<file path="src/rtl/adc_seq_pkg.sv">
package adc_seq_pkg;
    typedef enum logic [1:0] {
        ST_IDLE   = 2'd0,
        ST_SAMPLE = 2'd1,
        ST_CONV   = 2'd2
    } seq_state_e;
endpackage

</file>
<file path="src/rtl/adc_seq_fsm.sv">
module adc_seq_fsm
    import adc_seq_pkg::*;
#(
    parameter int DLY_W    = 4,
    parameter int CONV_CYC = 10,
    parameter int NBUF     = 4,
    localparam int PTR_W   = $clog2(NBUF),
    localparam int MAXC    = (CONV_CYC > (1 << DLY_W)) ? CONV_CYC : (1 << DLY_W),
    localparam int CNT_W   = $clog2(MAXC + 1)
) (
    input  logic             clk,
    input  logic             rst_n,
    input  logic             en_i,
    input  logic             start_i,
    input  logic             burst_i,
    input  logic             cont_i,
    input  logic             dly_every_i,
    input  logic [DLY_W-1:0] dly_i,
    output logic             busy_o,
    output logic             sample_o,
    output logic             convert_o,
    output logic             done_o,
    output logic             last_o,
    output logic [PTR_W-1:0] slot_o,
    output logic             clr_start_o
);
    typedef struct packed {
        seq_state_e       st;
        logic [CNT_W-1:0] cnt;
        logic [PTR_W-1:0] slot;
    } fsm_t;

    fsm_t q, d;
    logic [CNT_W-1:0] dly_eff;
    logic [CNT_W-1:0] next_dly;

    always_comb begin
        d        = q;
        done_o   = 1'b0;
        dly_eff  = (dly_i == '0) ? CNT_W'(1) : CNT_W'(dly_i);
        next_dly = dly_every_i ? dly_eff : CNT_W'(1);
        last_o   = !burst_i || (q.slot == PTR_W'(NBUF - 1));
        case (q.st)
            ST_IDLE: begin
                if (start_i) begin
                    d.st   = ST_SAMPLE;
                    d.cnt  = dly_eff;
                    d.slot = '0;
                end
            end
            ST_SAMPLE: begin
                if (q.cnt <= CNT_W'(1)) begin
                    d.st  = ST_CONV;
                    d.cnt = CNT_W'(CONV_CYC);
                end else begin
                    d.cnt = q.cnt - 1'b1;
                end
            end
            ST_CONV: begin
                if (q.cnt <= CNT_W'(1)) begin
                    done_o = 1'b1;
                    if (!last_o && start_i) begin
                        d.st   = ST_SAMPLE;
                        d.cnt  = next_dly;
                        d.slot = q.slot + 1'b1;
                    end else if (last_o && cont_i && start_i) begin
                        d.st   = ST_SAMPLE;
                        d.cnt  = next_dly;
                        d.slot = '0;
                    end else begin
                        d.st  = ST_IDLE;
                        d.cnt = '0;
                    end
                end else begin
                    d.cnt = q.cnt - 1'b1;
                end
            end
            default: d = '0;
        endcase
        if (!en_i) begin
            d      = '0;
            done_o = 1'b0;
        end
        clr_start_o = done_o && last_o && !cont_i;
    end

    always_ff @(posedge clk) begin
        if (!rst_n) q <= '0;
        else        q <= d;
    end

    assign busy_o    = (q.st != ST_IDLE);
    assign sample_o  = (q.st == ST_SAMPLE);
    assign convert_o = (q.st == ST_CONV);
    assign slot_o    = q.slot;

    a_r3_strobes_exclusive: assert property (@(posedge clk) disable iff (!rst_n)
        !(sample_o && convert_o));
    a_r3_sample_before_convert: assert property (@(posedge clk) disable iff (!rst_n)
        $rose(convert_o) |-> $past(sample_o));
    a_r10_disable_idles: assert property (@(posedge clk) disable iff (!rst_n)
        !en_i |=> !busy_o);
    a_r9_conversion_runs_out: assert property (@(posedge clk) disable iff (!rst_n)
        (en_i && convert_o && !done_o) |=> convert_o);
endmodule

</file>
<file path="src/rtl/adc_seq_buf.sv">
module adc_seq_buf #(
    parameter int RES_W  = 10,
    parameter int NBUF   = 4,
    localparam int PTR_W = $clog2(NBUF)
) (
    input  logic                        clk,
    input  logic                        rst_n,
    input  logic                        done_i,
    input  logic                        last_i,
    input  logic [PTR_W-1:0]            slot_i,
    input  logic [RES_W-1:0]            result_i,
    input  logic                        rd_stb_i,
    input  logic [PTR_W-1:0]            rd_idx_i,
    input  logic                        ovf_clr_i,
    output logic [NBUF-1:0][RES_W-1:0]  data_o,
    output logic                        eoc_o,
    output logic                        ovf_o,
    output logic [PTR_W-1:0]            ptr_o
);
    typedef struct packed {
        logic [NBUF-1:0][RES_W-1:0] data;
        logic [NBUF-1:0]            valid;
        logic                       eoc;
        logic                       ovf;
        logic [PTR_W-1:0]           ptr;
    } buf_t;

    buf_t q, d;
    logic slot_busy;

    always_comb begin
        d         = q;
        slot_busy = q.valid[slot_i] && !(rd_stb_i && (rd_idx_i == slot_i));
        if (rd_stb_i) begin
            d.eoc             = 1'b0;
            d.valid[rd_idx_i] = 1'b0;
        end
        if (ovf_clr_i) d.ovf = 1'b0;
        if (done_i) begin
            d.data[slot_i]  = result_i;
            d.valid[slot_i] = 1'b1;
            d.ptr           = slot_i;
            if (slot_busy) d.ovf = 1'b1;
            if (last_i)    d.eoc = 1'b1;
        end
    end

    always_ff @(posedge clk) begin
        if (!rst_n) q <= '0;
        else        q <= d;
    end

    assign data_o = q.data;
    assign eoc_o  = q.eoc;
    assign ovf_o  = q.ovf;
    assign ptr_o  = q.ptr;

    a_r8_ovf_sticky: assert property (@(posedge clk) disable iff (!rst_n)
        (ovf_o && !ovf_clr_i) |=> ovf_o);
    a_r6_read_clears_eoc: assert property (@(posedge clk) disable iff (!rst_n)
        (rd_stb_i && !done_i) |=> !eoc_o);
    a_r5_eoc_after_last: assert property (@(posedge clk) disable iff (!rst_n)
        (done_i && last_i) |=> eoc_o);
    a_r7_overwrite_flags: assert property (@(posedge clk) disable iff (!rst_n)
        (done_i && slot_busy) |=> ovf_o);
endmodule

</file>
<file path="src/rtl/adc_seq.sv">
module adc_seq #(
    parameter int DW       = 16,
    parameter int RES_W    = 10,
    parameter int CH_W     = 3,
    parameter int DLY_W    = 4,
    parameter int CONV_CYC = 10,
    parameter int NBUF     = 4,
    localparam int PTR_W   = $clog2(NBUF),
    localparam int ADDR_W  = PTR_W + 1
) (
    input  logic              clk,
    input  logic              rst_n,
    input  logic              bus_wr,
    input  logic              bus_rd,
    input  logic [ADDR_W-1:0] bus_addr,
    input  logic [DW-1:0]     bus_wdata,
    output logic [DW-1:0]     bus_rdata,
    output logic [CH_W-1:0]   cnv_chan,
    output logic              cnv_sample,
    output logic              cnv_convert,
    input  logic [RES_W-1:0]  cnv_result,
    output logic              irq
);
    localparam int CH_LSB  = 8;
    localparam int DLY_LSB = 12;

    typedef struct packed {
        logic             en;
        logic             ie;
        logic             burst;
        logic             cont;
        logic             start;
        logic             dly_every;
        logic [CH_W-1:0]  chan;
        logic [DLY_W-1:0] dly;
    } ctrl_t;

    ctrl_t ctrl_q, ctrl_d;

    logic                       busy, done, last, clr_start;
    logic [PTR_W-1:0]           slot, ptr;
    logic [NBUF-1:0][RES_W-1:0] buf_data;
    logic                       eoc, ovf;
    logic                       sel_ctrl, sel_stat, sel_res, rd_stb, ovf_clr;

    assign sel_ctrl = (bus_addr == ADDR_W'(0));
    assign sel_stat = (bus_addr == ADDR_W'(1));
    assign sel_res  = bus_addr[ADDR_W-1];
    assign rd_stb   = bus_rd && sel_res;
    assign ovf_clr  = bus_wr && sel_stat && bus_wdata[2];

    always_comb begin
        ctrl_d = ctrl_q;
        if (clr_start) ctrl_d.start = 1'b0;
        if (bus_wr && sel_ctrl) begin
            ctrl_d.en        = bus_wdata[0];
            ctrl_d.ie        = bus_wdata[1];
            ctrl_d.burst     = bus_wdata[2];
            ctrl_d.cont      = bus_wdata[3];
            ctrl_d.start     = bus_wdata[4];
            ctrl_d.dly_every = bus_wdata[5];
            ctrl_d.chan      = bus_wdata[CH_LSB +: CH_W];
            ctrl_d.dly       = bus_wdata[DLY_LSB +: DLY_W];
        end
    end

    always_ff @(posedge clk) begin
        if (!rst_n) ctrl_q <= '0;
        else        ctrl_q <= ctrl_d;
    end

    adc_seq_fsm #(.DLY_W(DLY_W), .CONV_CYC(CONV_CYC), .NBUF(NBUF)) u_fsm (
        .clk         (clk),
        .rst_n       (rst_n),
        .en_i        (ctrl_q.en),
        .start_i     (ctrl_q.start),
        .burst_i     (ctrl_q.burst),
        .cont_i      (ctrl_q.cont),
        .dly_every_i (ctrl_q.dly_every),
        .dly_i       (ctrl_q.dly),
        .busy_o      (busy),
        .sample_o    (cnv_sample),
        .convert_o   (cnv_convert),
        .done_o      (done),
        .last_o      (last),
        .slot_o      (slot),
        .clr_start_o (clr_start)
    );

    adc_seq_buf #(.RES_W(RES_W), .NBUF(NBUF)) u_buf (
        .clk       (clk),
        .rst_n     (rst_n),
        .done_i    (done),
        .last_i    (last),
        .slot_i    (slot),
        .result_i  (cnv_result),
        .rd_stb_i  (rd_stb),
        .rd_idx_i  (bus_addr[PTR_W-1:0]),
        .ovf_clr_i (ovf_clr),
        .data_o    (buf_data),
        .eoc_o     (eoc),
        .ovf_o     (ovf),
        .ptr_o     (ptr)
    );

    always_comb begin
        bus_rdata = '0;
        if (sel_res) begin
            bus_rdata = DW'(buf_data[bus_addr[PTR_W-1:0]]);
        end else if (sel_ctrl) begin
            bus_rdata[0]                 = ctrl_q.en;
            bus_rdata[1]                 = ctrl_q.ie;
            bus_rdata[2]                 = ctrl_q.burst;
            bus_rdata[3]                 = ctrl_q.cont;
            bus_rdata[4]                 = ctrl_q.start;
            bus_rdata[5]                 = ctrl_q.dly_every;
            bus_rdata[CH_LSB +: CH_W]    = ctrl_q.chan;
            bus_rdata[DLY_LSB +: DLY_W]  = ctrl_q.dly;
        end else if (sel_stat) begin
            bus_rdata[0]         = eoc;
            bus_rdata[1]         = busy;
            bus_rdata[2]         = ovf;
            bus_rdata[4 +: PTR_W] = ptr;
        end
    end

    assign cnv_chan = ctrl_q.chan;
    assign irq      = eoc && ctrl_q.ie;

    a_r6_result_read_drops_irq: assert property (@(posedge clk) disable iff (!rst_n)
        (rd_stb && !done) |=> !irq);
    a_r2_once_clears_start: assert property (@(posedge clk) disable iff (!rst_n)
        (done && last && !ctrl_q.cont && !bus_wr) |=> !ctrl_q.start);
endmodule

</file>
<file path="config.mk">
export PLATFORM = sky130hd
export DESIGN_NAME = adc_seq
export DESIGN_NICKNAME = d
export VERILOG_FILES = /design/src/rtl/adc_seq_pkg.sv /design/src/rtl/adc_seq_fsm.sv /design/src/rtl/adc_seq_buf.sv /design/src/rtl/adc_seq.sv
export SDC_FILE = /design/constraint.sdc
export NUM_CORES = 1
export LEC_CHECK = 0
export BUFFER_PORTS_ARGS = -buffer_cell sky130_fd_sc_hd__buf_4
export CORE_UTILIZATION = 30
export CTS_CLUSTER_DIAMETER = 150
export DETAILED_ROUTE_END_ITERATION = 10
export HOLD_SLACK_MARGIN = 0.12
export PLACE_DENSITY = 0.49
export SLEW_MARGIN = 20
export SYNTH_ARGS = -nofsm -noshare
export SYNTH_HDL_FRONTEND = slang
export SYNTH_HIERARCHICAL = 1
export SYNTH_SLANG_ARGS = --single-unit
</file>
<file path="constraint.sdc">
create_clock -name clk -period 4 [get_ports clk]
set_input_delay 0.6 -clock clk [delete_from_list [all_inputs] [get_ports clk]]
set_output_delay 0.6 -clock clk [all_outputs]
set_load 0.05 [all_outputs]
</file>
After elaboration in Yosys (flattened, before gate mapping)
Index checks and enable logic that the tools add are counted.
{"block": "op_classes", "magnitude_cmp": 5, "add_sub_neg": 2, "bitwise": 4, "reduce_logical": 27, "n_mux": 45, "eq_ne": 9}
{"cell": "bitwise mux 40 bit", "n": 1}
{"cell": "one-hot mux 7 bit (3 select lines)", "n": 1}
{"cell": "binary-select mux 10 bit (select 2 bit)", "n": 1}
{"cell": "demux 10 bit (select 2 bit)", "n": 1}
{"cell": "2-to-1 mux 10 bit", "n": 2}
{"cell": "2-to-1 mux 5 bit", "n": 4}
{"cell": "2-to-1 mux 9 bit", "n": 2}
{"cell": "2-to-1 mux 8 bit", "n": 2}
{"cell": "logical AND 1 bit", "n": 14}
{"cell": "2-to-1 mux 2 bit", "n": 7}
{"cell": "2-to-1 mux 3 bit", "n": 4}
{"cell": "2-to-1 mux 4 bit", "n": 3}
{"cell": "2-to-1 mux 6 bit", "n": 2}
{"cell": "2-to-1 mux 1 bit", "n": 11}
{"cell": "less-than comparator 2 x 3 -> 1 bit, second input constant", "n": 2}
{"cell": "one-hot mux 2 bit (3 select lines)", "n": 1}
{"cell": "less-or-equal comparator 5 x 1 -> 1 bit, second input constant", "n": 1}
{"cell": "subtractor 5 x 1 -> 5 bit, second input constant", "n": 1}
{"cell": "bitwise AND 4 bit", "n": 1}
{"cell": "demux 1 bit (select 2 bit)", "n": 2}
{"cell": "== test 2 bit, second input constant", "n": 2}
{"cell": "greater-or-equal comparator 2 x 1 -> 1 bit, second input constant", "n": 2}
{"cell": "logical NOT 1 bit", "n": 4}
{"cell": "logical NOT 4 bit", "n": 1}
{"cell": "other kinds (18)", "n": 20}
{"block": "totals", "out_inout_bits": 22, "ff_bits": 70, "inputBits": 33, "wordCells": 111}

Depth between registers and ports, before layout
{"block": "depth", "ltp_word": 9, "ltp_mapped": 10, "depth_no_buf": 8}

Hierarchy
Netlist, hierarchy kept.
{"module": "adc_seq_buf", "seq_area_each_um2": 960.9, "n_inst": 1, "area_each_um2": 2225.9, "cells_per_inst": 226}
{"module": "adc_seq", "seq_area_each_um2": 260.2, "n_inst": 1, "area_each_um2": 1079.8, "cells_per_inst": 125}
{"module": "adc_seq_fsm", "seq_area_each_um2": 180.2, "n_inst": 1, "area_each_um2": 724.4, "cells_per_inst": 94}

Worst setup path after synthesis
Ideal clock, no wire load.
{"block": "synth_path", "path_type": "input to output", "start": "input bus_addr[2]", "end": "output bus_rdata[0]", "path_buffers": 2, "setup_slack_ns": 1.123, "required_time_ns": 3.400, "cell_stages": 4, "t_arrival_ns": 2.277, "cell_sequence": "buf_4 > or2_2 > clkbuf_1 > o21ai_0"}
{"block": "synth_between", "elab_chain_cells": 4, "word_cells_on_any_way": 5, "cone_classes": "eq/ne: 1; mux: 3; reduce/logical: 1"}
{"element": "from (decl)", "line_no": "adc_seq.sv:15", "source": "input logic [ADDR_W-1:0] bus_addr,"}
{"element": "== test 3 x 1 -> 1 bit", "line_no": "adc_seq.sv:47", "source": "assign sel_stat = (bus_addr == ADDR_W'(1));"}
{"element": "2-to-1 mux 3 bit", "line_no": "adc_seq.sv:119", "source": "end else if (sel_stat) begin"}
{"element": "2-to-1 mux 3 bit", "line_no": "adc_seq.sv:110", "source": "end else if (sel_ctrl) begin"}
{"element": "2-to-1 mux 6 bit (*)", "line_no": "adc_seq.sv:108", "source": "if (sel_res) begin"}
{"element": "to (decl)", "line_no": "adc_seq.sv:17", "source": "output logic [DW-1:0] bus_rdata,"}
Mark *: on every way between the ends. The rest lies on a longest branch, timed or not.

Worst setup path in the final report
{"block": "layout_path", "start": "register u_fsm/q[2] in the netlist's numbering", "end": "register u_buf.q, in the netlist u_buf/data_o[22]"}
{"block": "layout_between", "elab_chain_cells": 4}
{"element": "from (decl)", "line_no": "adc_seq_fsm.sv:33", "source": "fsm_t q, d;"}
{"element": "from (signal assigned)", "line_no": "adc_seq_fsm.sv:88", "source": "if (!rst_n) q <= '0;"}
{"element": "from (signal assigned)", "line_no": "adc_seq_fsm.sv:89", "source": "else q <= d;"}
{"element": "less-or-equal comparator 5 x 1 -> 1 bit", "line_no": "adc_seq_fsm.sv:60", "source": "if (q.cnt <= CNT_W'(1)) begin"}
{"element": "2-to-1 mux 1 bit", "line_no": "adc_seq_fsm.sv:60"}
{"element": "2-to-1 mux 1 bit", "line_no": "adc_seq_fsm.sv:43", "source": "case (q.st)"}
{"element": "2-to-1 mux 1 bit", "line_no": "adc_seq_fsm.sv:80", "source": "if (!en_i) begin"}
{"element": "via done", "line_no": "adc_seq.sv:40", "source": "logic busy, done, last, clr_start;"}
{"element": "to (signal assigned)", "line_no": "adc_seq_buf.sv:49", "source": "if (!rst_n) q <= '0;"}
{"element": "to (signal assigned)", "line_no": "adc_seq_buf.sv:50", "source": "else q <= d;"}
{"element": "to (decl)", "line_no": "adc_seq_buf.sv:28", "source": "buf_t q, d;"}
The timed path passes the listed nets, and every way through them passes these cells.
A chain may end at the register's enable or synchronous reset.

==> impl.org <==
** Global route
- Global routing used 3.49% of the available met3 tracks.
- The via count of the first global-routing pass was 2849.
- Grt peak-use layer :: met2
- The first global-routing pass estimated 15.4 mm of wire.
- The total overflow left after global routing is 0.
- Number of antenna violations at the first check in global routing :: 0
- Largest net degree at the start of global routing :: 78
- Met2 global-route usage :: between 20% and 30%
- Gr usage total :: between 10% and 20%
- Grt met1 use :: 18.9%

** Clock tree
- Number of buffers added by the clock tree synthesis step :: 9
- Clock-pin transition on the worst setup and hold timing paths :: 0.06 ns
- For this design, the sink count on the clock tree is 70.
- Skew-Pair Late Insertion Delay :: 0.33 ns
- Post-CTS setup buffer count :: 0
- # hold bufs at CTS :: 0
- In this run the number of H-tree levels came out at 3.
- In this run, post-CTS repair resized a total of 0 instances.
- Clock tree from TritonCTS :: yes
- Root Buffer Master :: clkbuf_16
- The clock passes through at most 2 buffers.

** Finish
- Fraction of layout cells with a size suffix above 1 :: 20.1%
- The number of antenna diodes in the final layout is 0.
- Syn-to-layout area delta :: 9.66%
- After the last flow step, the layout net total stands at around 470.
- At the end of the flow the core is filled with cells to between 30% and 40%.
- Most common cell after layout, fill and taps aside :: dfxtp_1
- Summing all multi-input logic gate instances after layout gives between 2000 and 2500 µm².
- Leading cell types in the layout, fill and taps excluded :: 70 x dfxtp_1, 54 x mux2i_1, 51 x buf_4, 43 x nand2_1, 34 x nor2b_1
- Summing all flip-flop and latch instances after layout gives 1400 µm².
- The filler cells instantiated in the layout total between 1000 and 1500.

** Timing
- Maximum achievable frequency :: roughly 0.36 GHz
- Final worst clock skew :: 0.00839 ns
- The clock period could shrink to between 2 and 3 ns.
- Hold is met by 0.467 ns.
- Setup repair after global routing left no endpoint under its margin.
- The number of pins with negative max-slew slack in the final report is 0.
- Aggregate negative setup slack :: 0 ns
- In this run the tightest slew margin relative to its limit is 41.3%.
- At the pin with the least slew margin, the transition time is 0.878 ns.
- The final count of hold timing violations came to 0.
- Crit share post-route :: 68.7%
- Setup violations remaining at the end of the flow were counted as 0.

** Synth
- Async set or reset register ratio after synthesis :: 0%
- Yosys printed 6 warnings.
- Counting every net in the synthesized netlist gives 481.
- After synthesis, flip-flops and latches occupy 34.8% of the total area.
- Main synth FF type :: dfxtp_1
- Post-Synthesis Cells :: 445
- After synthesis the netlist holds a flip-flop and latch count of 70.
- Summing every instance area after synthesis gives 4030 µm².
- Counting distinct cell types in the post-synthesis netlist gives 52.
- Syn avg cell area :: 9.06 µm²
- EDFF count, synth :: 0

** Floorplanning
- DIE WIDTH :: 118 µm
- Once the floorplan was initialized, standard cells occupied 31.3% of the core.
- Core Footprint :: 12900 µm²
- Count of standard-cell rows :: 41
- Die outline height :: ~120 µm
- Number of top-level design ports :: 55
- Die area :: 13900 µm²

** Drt
- The count of nets left with antenna violations once routing finished came out at 0.
- Using the TritonRoute via totals, the vias-per-cell ratio works out to 4.68.
- Wire length per cell :: 15.4 µm
- For this block, the via count after detailed routing is around 2900.
- After detailed routing, the total wire length is 9.41 mm.
- The first detailed-routing pass took 4 iterations.
- DRC violations left :: 0
- The first routing iteration left 140 violations.

** Critical path
- Start-to-end type of the worst setup path :: register to register
- At the worst endpoint, the required time is 4.21 ns.
- Along the worst path, the maximum fanout reaches 11.
- The worst setup path is launched from a register.
- Element type at the critical path end :: register
- Data arrival, critical path :: 2.96 ns

** Pwr
- Largest vdd supply drop :: 147 µV
- Leakage power of the design :: 1.72 nW
- Power spread over the standard cell area amounts to 377 nW/µm².

** Run status
- Run status :: finished, final reports clean

** Min path
- The tightest min-delay check is of the register to register type.

** Placement
- At the end of routability-driven placement, the weighted congestion stood at about 0.80.
- Port buffering added 50 buffers.
- Once detailed placement completed, the half-perimeter wirelength came to between 6 and 7 mm.

** Flow run
- Count of maximum capacitance violations :: 0
[Yosys cell counts (all sizes together) (10+ instances only)]
library cell | number | area share [%]
o21ai | 27 | 4.0
nand3 | 19 | 2.4
nor2 | 11 | 1.0
a21oi | 12 | 1.6
and2 | 10 | 1.6
buf | 65 | 12
nor2b | 35 | 5.5
mux2i | 54 | 13
a21boi | 15 | 2.8
nand2 | 43 | 4.0
dfxtp | 70 | 35
[where the power goes]
group	total [W]	switching, W	internal, W
Combinational	0.0000932	0.0000529	0.0000403
Clock	0.000868	0.000307	0.000561
Sequential	0.000704	0.00000374	0.000700
[worst paths after layout]
check | start | end | slack, ns | cells past startpoint
setup / recovery | u_fsm/q[2]$_SDFFE_PN0P_ | u_buf/data_o[22]$_SDFFE_PN0P_ | 1.25 | 7
setup reg to reg | u_fsm/q[2]$_SDFFE_PN0P_ | u_buf/data_o[22]$_SDFFE_PN0P_ | 1.25 | 7
hold / removal | u_buf/data_o[33]$_SDFFE_PN0P_ | u_buf/data_o[33]$_SDFFE_PN0P_ | 0.47 | 2
hold reg to reg | u_buf/data_o[33]$_SDFFE_PN0P_ | u_buf/data_o[33]$_SDFFE_PN0P_ | 0.47 | 2
[layout make-up]
cell class	count	share of cell area, %
Clock inverter	6	1.93
Timing Repair Buffer	51	8.66
Clock buffer	10	5.41
Tap cell	172	4.87
Sequential cell	70	31.7
Multi-Input combinational cell	292	46.7
Inverter	9	0.764
[critical path, stage by stage, from the launching register on]
cell	delay, ns
dfxtp_1	0.47
ha_1	0.22
o21bai_2	0.15
and2_2	0.23
and3_1	0.41
nand3b_1	0.70
mux2i_1	0.37
nor2b_1	0.07
[stage by stage]
step                      area (µm²)  total power, W  setup WS [ns]  instances
after global placement          4100        0.000813           1.26        594
after global routing            4420         0.00173          0.941        610
after CTS                       4420         0.00168           1.22        610
after detailed placement        4100        0.000814           1.23        594
after floorplan                 4030        0.000775           1.12        445
final                           4420         0.00166           1.25        610
[logic make-up (layout without fill, tap and decap cells)]
kind of cell / Yosys count / after routing / share of synthesized area [%]
xor gates and xnor gates: 3 / 3 / 0.652
other: 1 / 1 / 0.0930
muxes: 56 / 56 / 14.6
adders and majority gates: 3 / 3 / 0.931
buffers and inverters: 83 / 76 / 14.1
and+or+nand+nor: 149 / 149 / 20.8
DFF: 70 / 70 / 34.8
AOI/OAI and AO/OA: 80 / 80 / 14.0
[registers in the layout, indices dropped and copies added (netlist names)]
register,cells
u_buf/eoc_o,1
u_buf/ovf_o,1
cnv_chan,3
u_buf/q,4
ctrl_q,10
u_buf/data_o,40
u_fsm/q,7
u_fsm/slot_o,2
u_buf/ptr_o,2
[layer usage]
layer | vias up | wire (µm)
li1 | 1470 | -
met1 | 1323 | 4620
met2 | 55 | 4270
met3 | 6 | 429
met4 | 0 | 90
met5 | - | 0
Note: power is estimated with default switching activity, not from simulation.
